### config.mk
export PLATFORM = sky130hd
export DESIGN_NAME = pwr_state_ctrl
export DESIGN_NICKNAME = d
export VERILOG_FILES = /design/src/rtl/pwr_pkg.sv /design/src/rtl/pwr_span_counter.sv /design/src/rtl/pwr_pd_timer.sv /design/src/rtl/pwr_fsm.sv /design/src/rtl/pwr_state_ctrl.sv
export SDC_FILE = /design/constraint.sdc
export NUM_CORES = 1
export LEC_CHECK = 0
export ABC_AREA = 1
export CAP_MARGIN = 5
export CORE_ASPECT_RATIO = 1.4
export CORE_UTILIZATION = 55
export CTS_BUF_LIST = sky130_fd_sc_hd__clkbuf_8
export DETAILED_ROUTE_END_ITERATION = 8
export HOLD_SLACK_MARGIN = 0.05
export PLACE_DENSITY = 0.75
export SETUP_SLACK_MARGIN = 0.4
export SLEW_MARGIN = 15
export SYNTH_ARGS = -nofsm -noshare
export SYNTH_HDL_FRONTEND = slang
export SYNTH_SLANG_ARGS = --single-unit
export TNS_END_PERCENT = 20
### constraint.sdc
create_clock -name clk -period 4.85 [get_ports clk]
set_clock_uncertainty 0.2 [all_clocks]
set_input_delay 0.97 -clock clk [delete_from_list [all_inputs] [get_ports clk]]
set_output_delay 0.97 -clock clk [all_outputs]
set_load 0.005 [all_outputs]
### src/rtl/pwr_pkg.sv
package pwr_pkg;
  typedef enum logic [2:0] {
    ST_ACTIVE  = 3'd0,
    ST_IDLE    = 3'd1,
    ST_STANDBY = 3'd2,
    ST_SLEEP   = 3'd3,
    ST_WAKE    = 3'd4
  } pwr_state_e;

  localparam int unsigned PD_MAX_MULT = 16;
endpackage

### src/rtl/pwr_span_counter.sv
module pwr_span_counter #(
  parameter int unsigned LIMIT = 16
) (
  input  logic clk,
  input  logic rst,
  input  logic run_i,
  input  logic restart_i,
  output logic done_o
);
  localparam int unsigned CW = $clog2(LIMIT + 1);
  localparam logic [CW-1:0] LAST = CW'(LIMIT - 1);

  logic [CW-1:0] cnt_q;

  assign done_o = run_i && !restart_i && (cnt_q == LAST);

  always_ff @(posedge clk) begin
    if (rst || !run_i || restart_i || done_o) cnt_q <= '0;
    else                                      cnt_q <= cnt_q + 1'b1;
  end

  // the span count never passes its limit
  p_cnt_bound_r8: assert property (@(posedge clk) disable iff (rst)
    cnt_q <= LAST);
endmodule

### src/rtl/pwr_pd_timer.sv
module pwr_pd_timer #(
  parameter int unsigned TICK_CYCLES = 32_000_000
) (
  input  logic       clk,
  input  logic       rst,
  input  logic       en_i,
  input  logic [1:0] sel_i,
  input  logic       restart_i,
  input  logic       irq_en_i,
  input  logic       clr_i,
  output logic       timeout_o,
  output logic       irq_o
);
  localparam int unsigned PW = $clog2(TICK_CYCLES + 1);
  localparam int unsigned MW = $clog2(pwr_pkg::PD_MAX_MULT + 1);
  localparam logic [PW-1:0] PRE_LAST = PW'(TICK_CYCLES - 1);

  logic [PW-1:0] pre_q;
  logic [MW-1:0] mult_q;
  logic [MW-1:0] mult_last;
  logic          tick, hit, status_q, status_d, irq_q;

  assign mult_last = MW'(pwr_pkg::PD_MAX_MULT >> sel_i) - 1'b1;
  assign tick      = en_i && !restart_i && (pre_q == PRE_LAST);
  assign hit       = tick && (mult_q == mult_last);
  assign status_d  = hit ? 1'b1 : (clr_i ? 1'b0 : status_q);

  always_ff @(posedge clk) begin
    if (rst || !en_i || restart_i) begin
      pre_q  <= '0;
      mult_q <= '0;
    end else if (tick) begin
      pre_q  <= '0;
      mult_q <= hit ? '0 : mult_q + 1'b1;
    end else begin
      pre_q  <= pre_q + 1'b1;
    end
  end

  always_ff @(posedge clk) begin
    if (rst) begin
      status_q <= 1'b0;
      irq_q    <= 1'b0;
    end else begin
      status_q <= status_d;
      irq_q    <= status_d && irq_en_i;
    end
  end

  assign timeout_o = status_q;
  assign irq_o     = irq_q;

  p_irq_needs_status_r12: assert property (@(posedge clk) disable iff (rst)
    irq_q |-> status_q);

  p_status_sticky_r11: assert property (@(posedge clk) disable iff (rst)
    (status_q && !clr_i) |=> status_q);

  p_timeout_needs_en_r10: assert property (@(posedge clk) disable iff (rst)
    (!status_q && !en_i) |=> !status_q);
endmodule

### src/rtl/pwr_fsm.sv
module pwr_fsm
  import pwr_pkg::*;
(
  input  logic       clk,
  input  logic       rst,
  input  logic       hw_rst_i,
  input  logic       sw_rst_i,
  input  logic       cmd_i,
  input  logic       standby_i,
  input  logic       sleep_i,
  input  logic       op_done_i,
  input  logic       autowake_i,
  input  logic       idle_done_i,
  input  logic       wake_done_i,
  output pwr_state_e state_o,
  output logic       hold_o,
  output logic       clk_en_o
);
  pwr_state_e state_q, state_d;
  logic       hold_q, clk_en_q;
  logic       any_rst;

  assign any_rst = hw_rst_i || sw_rst_i;

  always_comb begin
    state_d = state_q;
    if (any_rst) begin
      if (state_q == ST_SLEEP || state_q == ST_WAKE) state_d = ST_WAKE;
      else                                           state_d = ST_ACTIVE;
    end else begin
      case (state_q)
        ST_ACTIVE: begin
          if (sleep_i)        state_d = ST_SLEEP;
          else if (standby_i) state_d = ST_STANDBY;
          else if (op_done_i) state_d = ST_IDLE;
        end
        ST_IDLE: begin
          if (sleep_i)          state_d = ST_SLEEP;
          else if (standby_i)   state_d = ST_STANDBY;
          else if (cmd_i)       state_d = ST_ACTIVE;
          else if (idle_done_i) state_d = ST_STANDBY;
        end
        ST_STANDBY: begin
          if (sleep_i)    state_d = ST_SLEEP;
          else if (cmd_i) state_d = ST_ACTIVE;
        end
        ST_SLEEP: begin
          if (cmd_i && autowake_i) state_d = ST_WAKE;
        end
        ST_WAKE: begin
          if (wake_done_i) state_d = ST_ACTIVE;
        end
        default: state_d = ST_ACTIVE;
      endcase
    end
  end

  always_ff @(posedge clk) begin
    if (rst) begin
      state_q  <= ST_ACTIVE;
      hold_q   <= 1'b0;
      clk_en_q <= 1'b1;
    end else begin
      state_q  <= state_d;
      hold_q   <= (state_d == ST_STANDBY) || (state_d == ST_SLEEP) ||
                  (state_d == ST_WAKE);
      clk_en_q <= !((state_d == ST_SLEEP) || (state_d == ST_WAKE));
    end
  end

  assign state_o  = state_q;
  assign hold_o   = hold_q;
  assign clk_en_o = clk_en_q;

  p_idle_timeout_r3: assert property (@(posedge clk) disable iff (rst)
    (state_q == ST_IDLE && idle_done_i && !any_rst && !sleep_i && !standby_i && !cmd_i)
    |=> (state_q == ST_STANDBY && hold_q));

  p_sleep_gates_r5: assert property (@(posedge clk) disable iff (rst)
    (sleep_i && !any_rst &&
     (state_q == ST_ACTIVE || state_q == ST_IDLE || state_q == ST_STANDBY))
    |=> (state_q == ST_SLEEP && !clk_en_q && hold_q));

  p_cmd_needs_autowake_r6: assert property (@(posedge clk) disable iff (rst)
    (state_q == ST_SLEEP && !autowake_i && !any_rst) |=> state_q == ST_SLEEP);

  p_reset_wakes_sleep_r7: assert property (@(posedge clk) disable iff (rst)
    (state_q == ST_SLEEP && any_rst) |=> state_q == ST_WAKE);

  p_wake_release_r8: assert property (@(posedge clk) disable iff (rst)
    (state_q == ST_WAKE && wake_done_i && !any_rst)
    |=> (state_q == ST_ACTIVE && clk_en_q && !hold_q));
endmodule

### src/rtl/pwr_state_ctrl.sv
module pwr_state_ctrl #(
  parameter int unsigned TICK_CYCLES = 32_000_000,
  parameter int unsigned IDLE_CYCLES = 31_250,
  parameter int unsigned WAKE_CYCLES = 1024
) (
  input  logic       clk,
  input  logic       rst,
  input  logic       hw_reset_i,
  input  logic       sw_reset_i,
  input  logic       cmd_i,
  input  logic       standby_cmd_i,
  input  logic       sleep_cmd_i,
  input  logic       op_done_i,
  input  logic       fw_ready_i,
  input  logic       autowake_en_i,
  input  logic       pd_en_i,
  input  logic [1:0] pd_sel_i,
  input  logic       pd_irq_en_i,
  input  logic       pd_clr_i,
  output logic [2:0] state_o,
  output logic       cpu_hold_o,
  output logic       clk_en_o,
  output logic       busy_o,
  output logic       pd_timeout_o,
  output logic       pd_irq_o
);
  import pwr_pkg::*;

  pwr_state_e state;
  logic       idle_done, wake_done, busy_q;

  pwr_span_counter #(.LIMIT(IDLE_CYCLES)) idle_cnt_i (
    .clk       (clk),
    .rst       (rst),
    .run_i     (state == ST_IDLE),
    .restart_i (cmd_i),
    .done_o    (idle_done)
  );

  pwr_span_counter #(.LIMIT(WAKE_CYCLES)) wake_cnt_i (
    .clk       (clk),
    .rst       (rst),
    .run_i     (state == ST_WAKE),
    .restart_i (hw_reset_i || sw_reset_i),
    .done_o    (wake_done)
  );

  pwr_fsm fsm_i (
    .clk         (clk),
    .rst         (rst),
    .hw_rst_i    (hw_reset_i),
    .sw_rst_i    (sw_reset_i),
    .cmd_i       (cmd_i),
    .standby_i   (standby_cmd_i),
    .sleep_i     (sleep_cmd_i),
    .op_done_i   (op_done_i),
    .autowake_i  (autowake_en_i),
    .idle_done_i (idle_done),
    .wake_done_i (wake_done),
    .state_o     (state),
    .hold_o      (cpu_hold_o),
    .clk_en_o    (clk_en_o)
  );

  pwr_pd_timer #(.TICK_CYCLES(TICK_CYCLES)) pd_i (
    .clk       (clk),
    .rst       (rst),
    .en_i      (pd_en_i),
    .sel_i     (pd_sel_i),
    .restart_i (cmd_i),
    .irq_en_i  (pd_irq_en_i),
    .clr_i     (pd_clr_i),
    .timeout_o (pd_timeout_o),
    .irq_o     (pd_irq_o)
  );

  always_ff @(posedge clk) begin
    if (rst)                           busy_q <= 1'b1;
    else if (hw_reset_i || sw_reset_i) busy_q <= 1'b1;
    else if (fw_ready_i)               busy_q <= 1'b0;
  end

  assign busy_o  = busy_q;
  assign state_o = state;

  p_busy_set_r9: assert property (@(posedge clk) disable iff (rst)
    (hw_reset_i || sw_reset_i) |=> busy_o);

  p_busy_hold_r9: assert property (@(posedge clk) disable iff (rst)
    (busy_o && !fw_ready_i) |=> busy_o);
endmodule

== Word-level counts from Yosys, hierarchy flattened ==
Cells that the tools add are included.

* Muxes and demuxes: 17
* Bitwise gates (word level): 0
* Div/mod/pow operators: 0
* Equality and inequality tests: 11
* Add/sub/neg operators: 5
* Shifts and indexed selects: 1
* Reduce and logical (&&, ||, !) cells: 31
* $mul: 0
* $lt $le $gt $ge: 0

{| class="wikitable"
|+ Operator list
! operator !! count
|-
| $mux W3 || 13
|-
| $add A25 B1 Y25 const B || 1
|-
| $eq A25 B25 Y1 const B || 1
|-
| $add A15 B1 Y15 const B || 1
|-
| $eq A15 B15 Y1 const B || 1
|-
| $pmux W3 S5 || 1
|-
| $logic_or A1 B1 Y1 || 13
|-
| $eq A3 B2 Y1 const B || 4
|-
| $add A11 B1 Y11 const B || 1
|-
| $eq A11 B10 Y1 const B || 1
|-
| $logic_and A1 B1 Y1 || 9
|-
| $eq A3 B3 Y1 const B || 2
|-
| $logic_not A1 Y1 || 6
|-
| $add A5 B1 Y5 const B || 1
|-
| $eq A5 B5 Y1 || 1
|-
| $mux W5 || 1
|-
| $shr A5 B2 Y5 const A || 1
|-
| $sub A5 B1 Y5 const B || 1
|-
| $reduce_or A2 Y1 || 2
|-
| $eq A3 B1 Y1 const B || 1
|-
| $logic_not A3 Y1 || 1
|-
| $mux W1 || 2
|}

* Memories: 0
* Flip-flop bits (word level): 64
* Bits in latches: 0
* Output and inout port bits: 8
* ROM bits: 0
* Bits in writable memories: 0
* Word-level logic and storage cells: 75
* Input bits: 15

== Logic depth before layout (Yosys ltp) ==
Gate-level depths: netlist of run 1.

* Depth in word-level cells: 12
* Depth in mapped cells: 13
* Gate-level depth less buffers: 13

== Cells and area by module ==
From an unflattened synthesis of run 1, not the netlist that was laid out.

* Cells, all modules: 531
* Area total of the unflattened synthesis: 3589.7 sq um

{| class="wikitable"
|+ By module, submodules not included
! module !! seq. area each (sq um) !! cells each !! instances !! area each (sq um)
|-
| pwr_pd_timer || 640.6 || 274 || 1 || 1826.8
|-
| pwr_span_counter at idle_cnt_i || 300.3 || 117 || 1 || 825.8
|-
| pwr_span_counter at wake_cnt_i || 220.2 || 72 || 1 || 536.8
|-
| pwr_fsm || 100.1 || 59 || 1 || 341.6
|-
| pwr_state_ctrl || 20.0 || 9 || 1 || 58.8
|}

== Worst setup path after synthesis of run 1 ==
No wires, ideal clock.

* Kind: input-to-reg
* From: input pd_en_i
* To: register pd_i.pre_q[20]
* Path buffers: 1
* Slack: 2696 ps
* Arrival time: 1832 ps
* Stages: 8
* Setup time: 122 ps
* Data required time: 4528 ps
* Cell sequence: inv_1 nor2_2 nand3_2 nor3_4 nand3_4 nand2_4 buf_4 nor3_1

* Longest elaborated chain between the ends: 4
* Elaborated cells on any way between the ends: 6
* Classes of those cells: reduce/logical (6)

{| class="wikitable"
|+ Ends and longest elaborated chain
! what !! line !! RTL
|-
| start, declared || pwr_state_ctrl.sv:16 || <nowiki>input logic pd_en_i,</nowiki>
|-
| $logic_not A1 Y1 || pwr_pd_timer.sv:29 || <nowiki>if (rst || !en_i || restart_i) begin</nowiki>
|-
| $logic_or A1 B1 Y1 (2 in a row) || pwr_pd_timer.sv:29 ||
|-
| $reduce_or A2 Y1 (no line) (*) || - ||
|-
| end signal, assigned || pwr_pd_timer.sv:36 || <nowiki>pre_q <= pre_q + 1'b1;</nowiki>
|-
| end, declared || pwr_pd_timer.sv:18 || <nowiki>logic [PW-1:0] pre_q;</nowiki>
|}

Every way passes the cells marked *; elsewhere a longest branch is shown, timed or not.
A chain may end at the register's enable or synchronous reset.

== Worst setup path in the final report of run 1 ==
* From: input cmd_i
* To: register idle_cnt_i.cnt_q[7]

* Longest elaborated chain between the ends: 4
* Elaborated cells on any way between the ends: 5
* Classes of those cells: reduce/logical (5)

{| class="wikitable"
|+ Ends and longest elaborated chain
! what !! line !! RTL
|-
| start, declared || pwr_state_ctrl.sv:10 || <nowiki>input logic cmd_i,</nowiki>
|-
| $logic_not A1 Y1 || pwr_span_counter.sv:15 || <nowiki>assign done_o = run_i && !restart_i && (cnt_q == LAST);</nowiki>
|-
| $logic_and A1 B1 Y1 (2 in a row) || pwr_span_counter.sv:15 ||
|-
| $logic_or A1 B1 Y1 (*) || pwr_span_counter.sv:18 || <nowiki>if (rst || !run_i || restart_i || done_o) cnt_q <= '0;</nowiki>
|-
| end signal, assigned || pwr_span_counter.sv:19 || <nowiki>else cnt_q <= cnt_q + 1'b1;</nowiki>
|-
| end, declared || pwr_span_counter.sv:13 || <nowiki>logic [CW-1:0] cnt_q;</nowiki>
|}

Marked as above.

==> results of run 1 <==
==> stage by stage <==
stage | area [um^2] | hold slack [ns] | setup slack [ns] | util
global placement | 3591 | 0.2326 | 1.989 | 0.6168
detailed placement | 3591 | 0.2443 | 1.962 | 0.6168
floorplan | 3308 | 0.2175 | 2.696 | -
finish | 3751 | 0.2530 | 2.303 | 0.6443
global route | 3751 | 0.2766 | 2.163 | 0.6443
CTS | 3751 | 0.2545 | 2.322 | 0.6443
==> Yosys cell counts (6+ instances only) <==
library cell  number  area [um^2]
nand4_1           11        68.82
dfxtp_1           64         1281
nand3_1           28        140.1
nand2_1           77        289.0
nor3_2             6        60.06
xnor2_1            7        61.31
nor3_1            18        90.09
xor2_1            10        87.58
o21ai_0            9        45.04
inv_1             49        183.9
nor2_2             7        43.79
nor2_1            72        270.3
a21oi_1           24        120.1
==> metal layers <==
metal	global-route usage	vias to the layer above
met5	0	-
met4	0.1170	0
met3	0.05947	12
met2	0.4175	34
met1	0.2259	1259
li1	-	1496
==> cell type report <==
class                   count  area share
inverters                  56     0.05604
multi-input cells         320      0.4777
well taps                  70     0.02335
clock buffers              10     0.03669
clock inverters             4    0.006004
flip-flops and latches     64      0.3416
repair buffers             22     0.05871
==> placed cells by master, fill, tap and decap left out, types with 2 or more instances in the layout <==
master	n
ha_1	5
nor2_1	72
xor2_1	10
nand2_2	3
nor2_4	4
a21oi_1	24
inv_2	5
nor2_2	7
dfxtp_1	64
nand3_2	5
nor3b_2	2
nor3b_1	5
nand2_1	77
o21ai_0	9
o21ai_1	2
clkinv_1	2
xnor2_1	7
inv_1	49
nor3_2	6
nor3_1	18
nand4_1	11
clkbuf_8	10
o211ai_1	2
clkinv_2	3
or2_2	4
clkdlybuf4s50_1	22
nand3_1	28
nor3_4	5
==> worst paths after layout <==
check	to	startpoint	slack (ns)
setup / recovery	idle_cnt_i.cnt_q[7]	cmd_i	2.30
hold / removal	wake_cnt_i.cnt_q[0]	wake_cnt_i.cnt_q[0]	0.25
setup reg to reg	idle_cnt_i.cnt_q[7]	fsm_i.state_o[1]	2.86
hold reg to reg	wake_cnt_i.cnt_q[0]	wake_cnt_i.cnt_q[0]	0.25
==> power groups by stage <==
| stage | logic [W] | clock network (W) | registers (W) |
|---|---|---|---|
| after floorplan | 0.0000220 | 0 | 0.000543 |
| after global placement | 0.0000451 | 0 | 0.000543 |
| final | 0.0000455 | 0.000389 | 0.000532 |
| after CTS | 0.0000458 | 0.000400 | 0.000532 |
| after global routing | 0.0000505 | 0.000424 | 0.000532 |
| after detailed placement | 0.0000454 | 0 | 0.000543 |
==> sequential cells by signal (all words and copies together), names as in the netlist <==
name / count
pd_i.timeout_o: 1
busy_o: 1
pd_i.pre_q: 25
fsm_i.clk_en_o: 1
fsm_i.state_o: 3
wake_cnt_i.cnt_q: 11
idle_cnt_i.cnt_q: 15
pd_i.irq_o: 1
pd_i.mult_q: 5
fsm_i.hold_o: 1
==> cell families (layout without fill, tap and decap cells) <==
logic type,count (synthesis),after routing
fa+ha+maj,5,5
xor+xnor,17,17
buf+inv,60,92
flops,64,64
simple gates,255,255
compound gates,43,43
==> worst register-to-register path: cells and delay by family (launching register included) <==
kind,cells,cell delay [ns]
compound gates,2,0.18
flops,1,0.32
simple gates,4,0.89
buf+inv,2,0.30
==> flow_summary_export.csv, run 1 <==
group,metric,value,unit
finish,fin_cells,546,
critical_path,crit_arrival,2.63,ns
global_routing,grt_pass1_wl,10.80,mm
routing,wl_per_cell,12.14,um
cts,cts-root-buf,"clkbuf_8",
global_routing,antenna_found_initial,0,
power_and_ir_drop,total_power,0.0009664,W
routing,wl_met1,2.722,mm
hold_path,hold_class,"flip-flop to flip-flop",
logic_synthesis,synthFlopType,"dfxtp_1",
critical_path,slowest_delay,0.58,ns
critical_path,critPathMostFrequentCell,"nand3_1",
timing,tightestPinTransition,0.5190,ns
routing,ant_nets,0,
critical_path,crit_slowest_cell,"clkdlybuf4s50_1",
timing,finalCriticalPeriod,2.547,ns
logic_synthesis,synth_xor_area_frac,0.04501,
cts,postCtsSetupBuffers,0,
cts,h-tree-depth,3,
floorplan,top_level_ports,23,
floorplan,num_rows,33,
finish,syn_to_final_growth,13.39,%
global_routing,grt_usage,0.2284,
power_and_ir_drop,clkPwrFrac,0.403,
finish,register_area,0.001281,mm^2
critical_path,ff2ff_path_depth,8,
power_and_ir_drop,combinationalPowerShare,0.047,
timing,rsz0062_at_grt,"false",
cts,cts.sinks,64,
critical_path,crit_fanout,12,
routing,wl_met3,193,um
cts,ctsResizeCount,0,
logic_synthesis,synth_top_family_by_area,"simple AND/OR/NAND/NOR gates",
critical_path,path_buf_inv,2,
logic_synthesis,ys_seq_area_frac,0.3873,
routing,post_drt_via_cell_ratio,5.130,
cts,insertion_delay,0.35,ns
critical_path,startpoint_type,"primary input",
logic_synthesis,synth-edff-count,0,
finish,diodes,0,
timing,finalHoldViolCount,0,
hold_path,holdPathStages,1,
timing,setup_viol,0,
critical_path,path_cells,"clkdlybuf4s50_1 > nor2_1 > nand3_1 > nand3_1 > inv_1 > o21ai_0 > a21oi_1",
critical_path,crit_required,4.93,ns
routing,wl_met2,3.580,mm
critical_path,cp.depth,7,
floorplan,initial_core_util,0.5682,
floorplan,core_area,0.005822,mm^2
logic_synthesis,yosys.cell_types.count,41,
power_and_ir_drop,p_seq_frac,0.550,
routing,drc_errors,0,
finish,num-fill-cells,548,
logic_synthesis,synthAdderAreaFrac,0.01891,
cts,hold_buffers,0,
finish,drive_above_1_share,0.1303,
logic_synthesis,syn_inst,444,
placement,dp_hpwl,4.990,mm
logic_synthesis,synth_compound_area_frac,0.07186,
routing,wirelength,6.629,mm
critical_path,criticalPathCategory,"primary input to flip-flop",
timing,setup_tns,0,ns
cts,clkTransAtPathRegs,0.07,ns
logic_synthesis,synth_seq_cells,64,
placement,gp_congestion,0.8758,
cts,cts_tree,"yes",
outcome,status,"finished, final reports clean",
critical_path,critPathCaptureType,"flip-flop",
logic_synthesis,yosysWarnings,0,
timing,drv_slew,0,
routing,dr.pass1.iters,5,
floorplan,dieWidth,67.55,um
cts,cts_buffer_depth,2,
power_and_ir_drop,p_per_area,257.6,mW/mm^2
global_routing,grt_max_degree,25,
routing,first_iter_violations,127,
placement,io_buffers,22,
power_and_ir_drop,ir_worst_vdd,0.2025,mV
cts,cts_buffers,9,
logic_synthesis,ys_async_sr_fraction,0,
finish,fin_nets,493,
global_routing,grt.overflow.total,0,
logic_synthesis,synth_nets,464,
timing,max_freq,392.6,MHz
power_and_ir_drop,p_int,0.0007418,W
power_and_ir_drop,sw_frac_of_total,0.2324,
critical_path,path_delay_family,"buffers and inverters",
global_routing,grt_pass1_vias,2625,
logic_synthesis,muxShareOfSynthArea,0,
logic_synthesis,synthesis.area,0.003308,mm^2
power_and_ir_drop,leakage,1.355,nW
logic_synthesis,synth-simple-area-share,0.4058,
timing,slew_headroom,0.6530,
routing,route.vias.total,2801,
routing,top_layer_used,"met4",
placement,place_inst,532,
run,timing.max_cap.violations,0,
finish,multi_input_area,0.001792,mm^2
timing,finalCritPeriodShare,0.5252,
logic_synthesis,syn_area_per_cell,7.451,um^2
floorplan,dieHeight,93.77,um
floorplan,dieArea,0.006333,mm^2
power_and_ir_drop,p_switching,0.0002246,W
No activity file was read; power rests on OpenSTA's default activity.
==> run 2: changes to the inputs <==
Settings changed: PLACE_DENSITY 0.75 to 0.78.
Clock period 4.85 ns to 2.2 ns, I/O delays scaled along.
==> flow_summary_export.csv, run 2 (synthesis results as in run 1) <==
group,metric,value,unit
outcome,status,"finished, final reports clean",
global_routing,grt_usage,0.2230,
critical_path,ff2ff_path_depth,8,
power_and_ir_drop,leakage,1.563,nW
finish,largest_reg_flops,25,
finish,reg_top3,"pd_i.pre_q: 25 flops, idle_cnt_i.cnt_q: 15 flops, wake_cnt_i.cnt_q: 11 flops",
cts,hold_buffers,0,
global_routing,grt_pass1_vias,2737,
finish,drive_above_1_share,0.2160,
timing,finalCritPeriodShare,0.8368,
cts,clkTransAtPathRegs,0.07,ns
hold_path,min-delay-start,"wake_cnt_i.cnt_q[0]",
placement,io_buffers,22,
finish,syn_to_final_growth,23.83,%
routing,wl_per_cell,12.17,um
critical_path,path_delay_family,"buffers and inverters",
cts,insertion_delay,0.35,ns
finish,utilization,0.7036,
floorplan,dieHeight,93.77,um
finish,diodes,0,
routing,ant_nets,0,
cts,cts.sinks,64,
floorplan,dieArea,0.006333,mm^2
critical_path,crit_slowest_cell,"clkdlybuf4s50_1",
global_routing,grt.overflow.total,0,
critical_path,reg2reg_to,"idle_cnt_i.cnt_q[12]",
placement,place_inst,541,
critical_path,crit_fanout,3,
critical_path,crit_required,1.56,ns
hold_path,holdPathStages,1,
routing,wl_met1,2.804,mm
routing,dr.pass1.iters,4,
routing,post_drt_via_cell_ratio,5.226,
critical_path,slowest_delay,0.50,ns
timing,finalCriticalPeriod,1.841,ns
floorplan,dieWidth,67.55,um
critical_path,r2r_start,"idle_cnt_i.cnt_q[1]",
critical_path,reg2reg_slack,0.42,ns
critical_path,startpoint_type,"flip-flop",
routing,first_iter_violations,108,
global_routing,antenna_found_initial,0,
routing,route.vias.total,2979,
cts,cts_buffers,9,
placement,gp_congestion,0.8366,
routing,wl_met3,152,um
cts,h-tree-depth,3,
placement,dp_hpwl,5.001,mm
critical_path,crit_arrival,1.20,ns
global_routing,grt_pass1_wl,10.71,mm
power_and_ir_drop,p_per_area,550.1,mW/mm^2
cts,cts_buffer_depth,2,
finish,fin_nets,516,
routing,top_layer_used,"met4",
critical_path,path_cells,"clkdlybuf4s50_1",
hold_path,hold-path-endpoint,"wake_cnt_i.cnt_q[0]",
timing,rsz0062_at_grt,"true",
global_routing,grt_max_degree,25,
run,timing.max_cap.violations,0,
critical_path,criticalPathCategory,"flip-flop to primary output",
finish,regMostFlops,"pd_i.pre_q",
floorplan,core_area,0.005822,mm^2
routing,drc_errors,0,
floorplan,top_level_ports,23,
critical_path,path_buf_inv,1,
cts,cts-root-buf,"clkbuf_8",
timing,max_freq,543.2,MHz
floorplan,num_rows,33,
timing,tightestPinTransition,0.3936,ns
floorplan,initial_core_util,0.5682,
finish,final_common_cell,"nand2_1",
routing,wl_met2,3.869,mm
timing,finalHoldViolCount,0,
finish,fin_cells,570,
timing,setup_viol,0,
hold_path,hold_class,"flip-flop to flip-flop",
routing,wirelength,6.939,mm
cts,cts_tree,"yes",
critical_path,critPathCaptureType,"primary output",
finish,layout_common_cells,"nand2_1, nor2_1, dfxtp_1, inv_1, nand3_1",
power_and_ir_drop,ir_worst_vdd,0.7519,mV
timing,drv_slew,0,
timing,slew_headroom,0.7366,
## run 2: changes by cell type in the layout (fill, tap and decap cells not counted), sizes merged
cell | previous run | this run
bufinv | 0 | 1
clkdlybuf4s50 | 22 | 18
dlygate4sd2 | 0 | 2
inv | 54 | 55
dlymetal6s2s | 0 | 2
buf | 0 | 23
clkinvlp | 1 | 0
## run 2: worst max path at each step
stage | from | end | slack, ns | depth (start not counted)
after global routing | pd_i.pre_q[2] | pd_i.pre_q[19] | 0.32 | 6
after detailed placement | pd_en_i | pd_i.pre_q[23] | -0.05 | 8
final | fsm_i.state_o[1] | state_o[1] | 0.36 | 1
after CTS | pd_en_i | pd_i.mult_q[3] | 0.34 | 10
after floorplan | idle_cnt_i.cnt_q[0] | idle_cnt_i.cnt_q[12] | 0.49 | 8
after global placement | pd_en_i | pd_i.pre_q[17] | 0.01 | 8
## run 2: cell type report
type | instances | area, um^2
Clock buffer | 10 | 137.6
Clock inverter | 5 | 48.80
Fill cell | 492 | 1725
Inverter | 56 | 212.7
Multi-Input combinational cell | 320 | 1911
Sequential cell | 64 | 1304
Tap cell | 70 | 87.58
Timing Repair Buffer | 45 | 395.4
## run 2: worst reg2reg max path, stage by stage (launching register included)
cell and delay, ns:
dfxtp_4 0.37, ha_4 0.16, nand3_4 0.09, nor3_4 0.24, nand3_2 0.11, nand3b_4 0.18, nor2_4 0.15, nand2_1 0.05
nor3b_2 0.14
## run 2: power breakdown
part | internal [W] | switching [W]
clock network | 0.000537 | 0.000432
logic | 0.0000593 | 0.0000573
registers | 0.00116 | 0.00000577
## run 2: through the flow
| stage | TNS [ns] | total power, W | hold slack [ns] | area, um^2 | setup slack (ns) |
|---|---|---|---|---|---|
| CTS | 0 | 0.002262 | 0.2464 | 3884 | 0.3445 |
| floorplan | 0 | 0.001246 | 0.2175 | 3308 | 0.4853 |
| global route | 0 | 0.002329 | 0.2368 | 4096 | 0.3159 |
| global placement | 0 | 0.001305 | 0.2300 | 3659 | 0.01047 |
| detailed placement | -0.4324 | 0.001307 | 0.2461 | 3659 | -0.04698 |
| finish | 0 | 0.002253 | 0.2212 | 4096 | 0.3590 |
## run 2: per-layer routing
metal / vias up / global-route usage
met3: 9 / 0.04005
met1: 1379 / 0.2138
li1: 1553 / -
met5: - / 0
met4: 0 / 0.09574
met2: 38 / 0.4356
## run 2: what timing repair did
item                                   4_1_cts  5_1_grt
pin swaps                                    3       18
endpoints found under the hold margin        0        0
gates resized for setup                     11       35
setup endpoints to repair                   36       65
setup buffers                                2       12
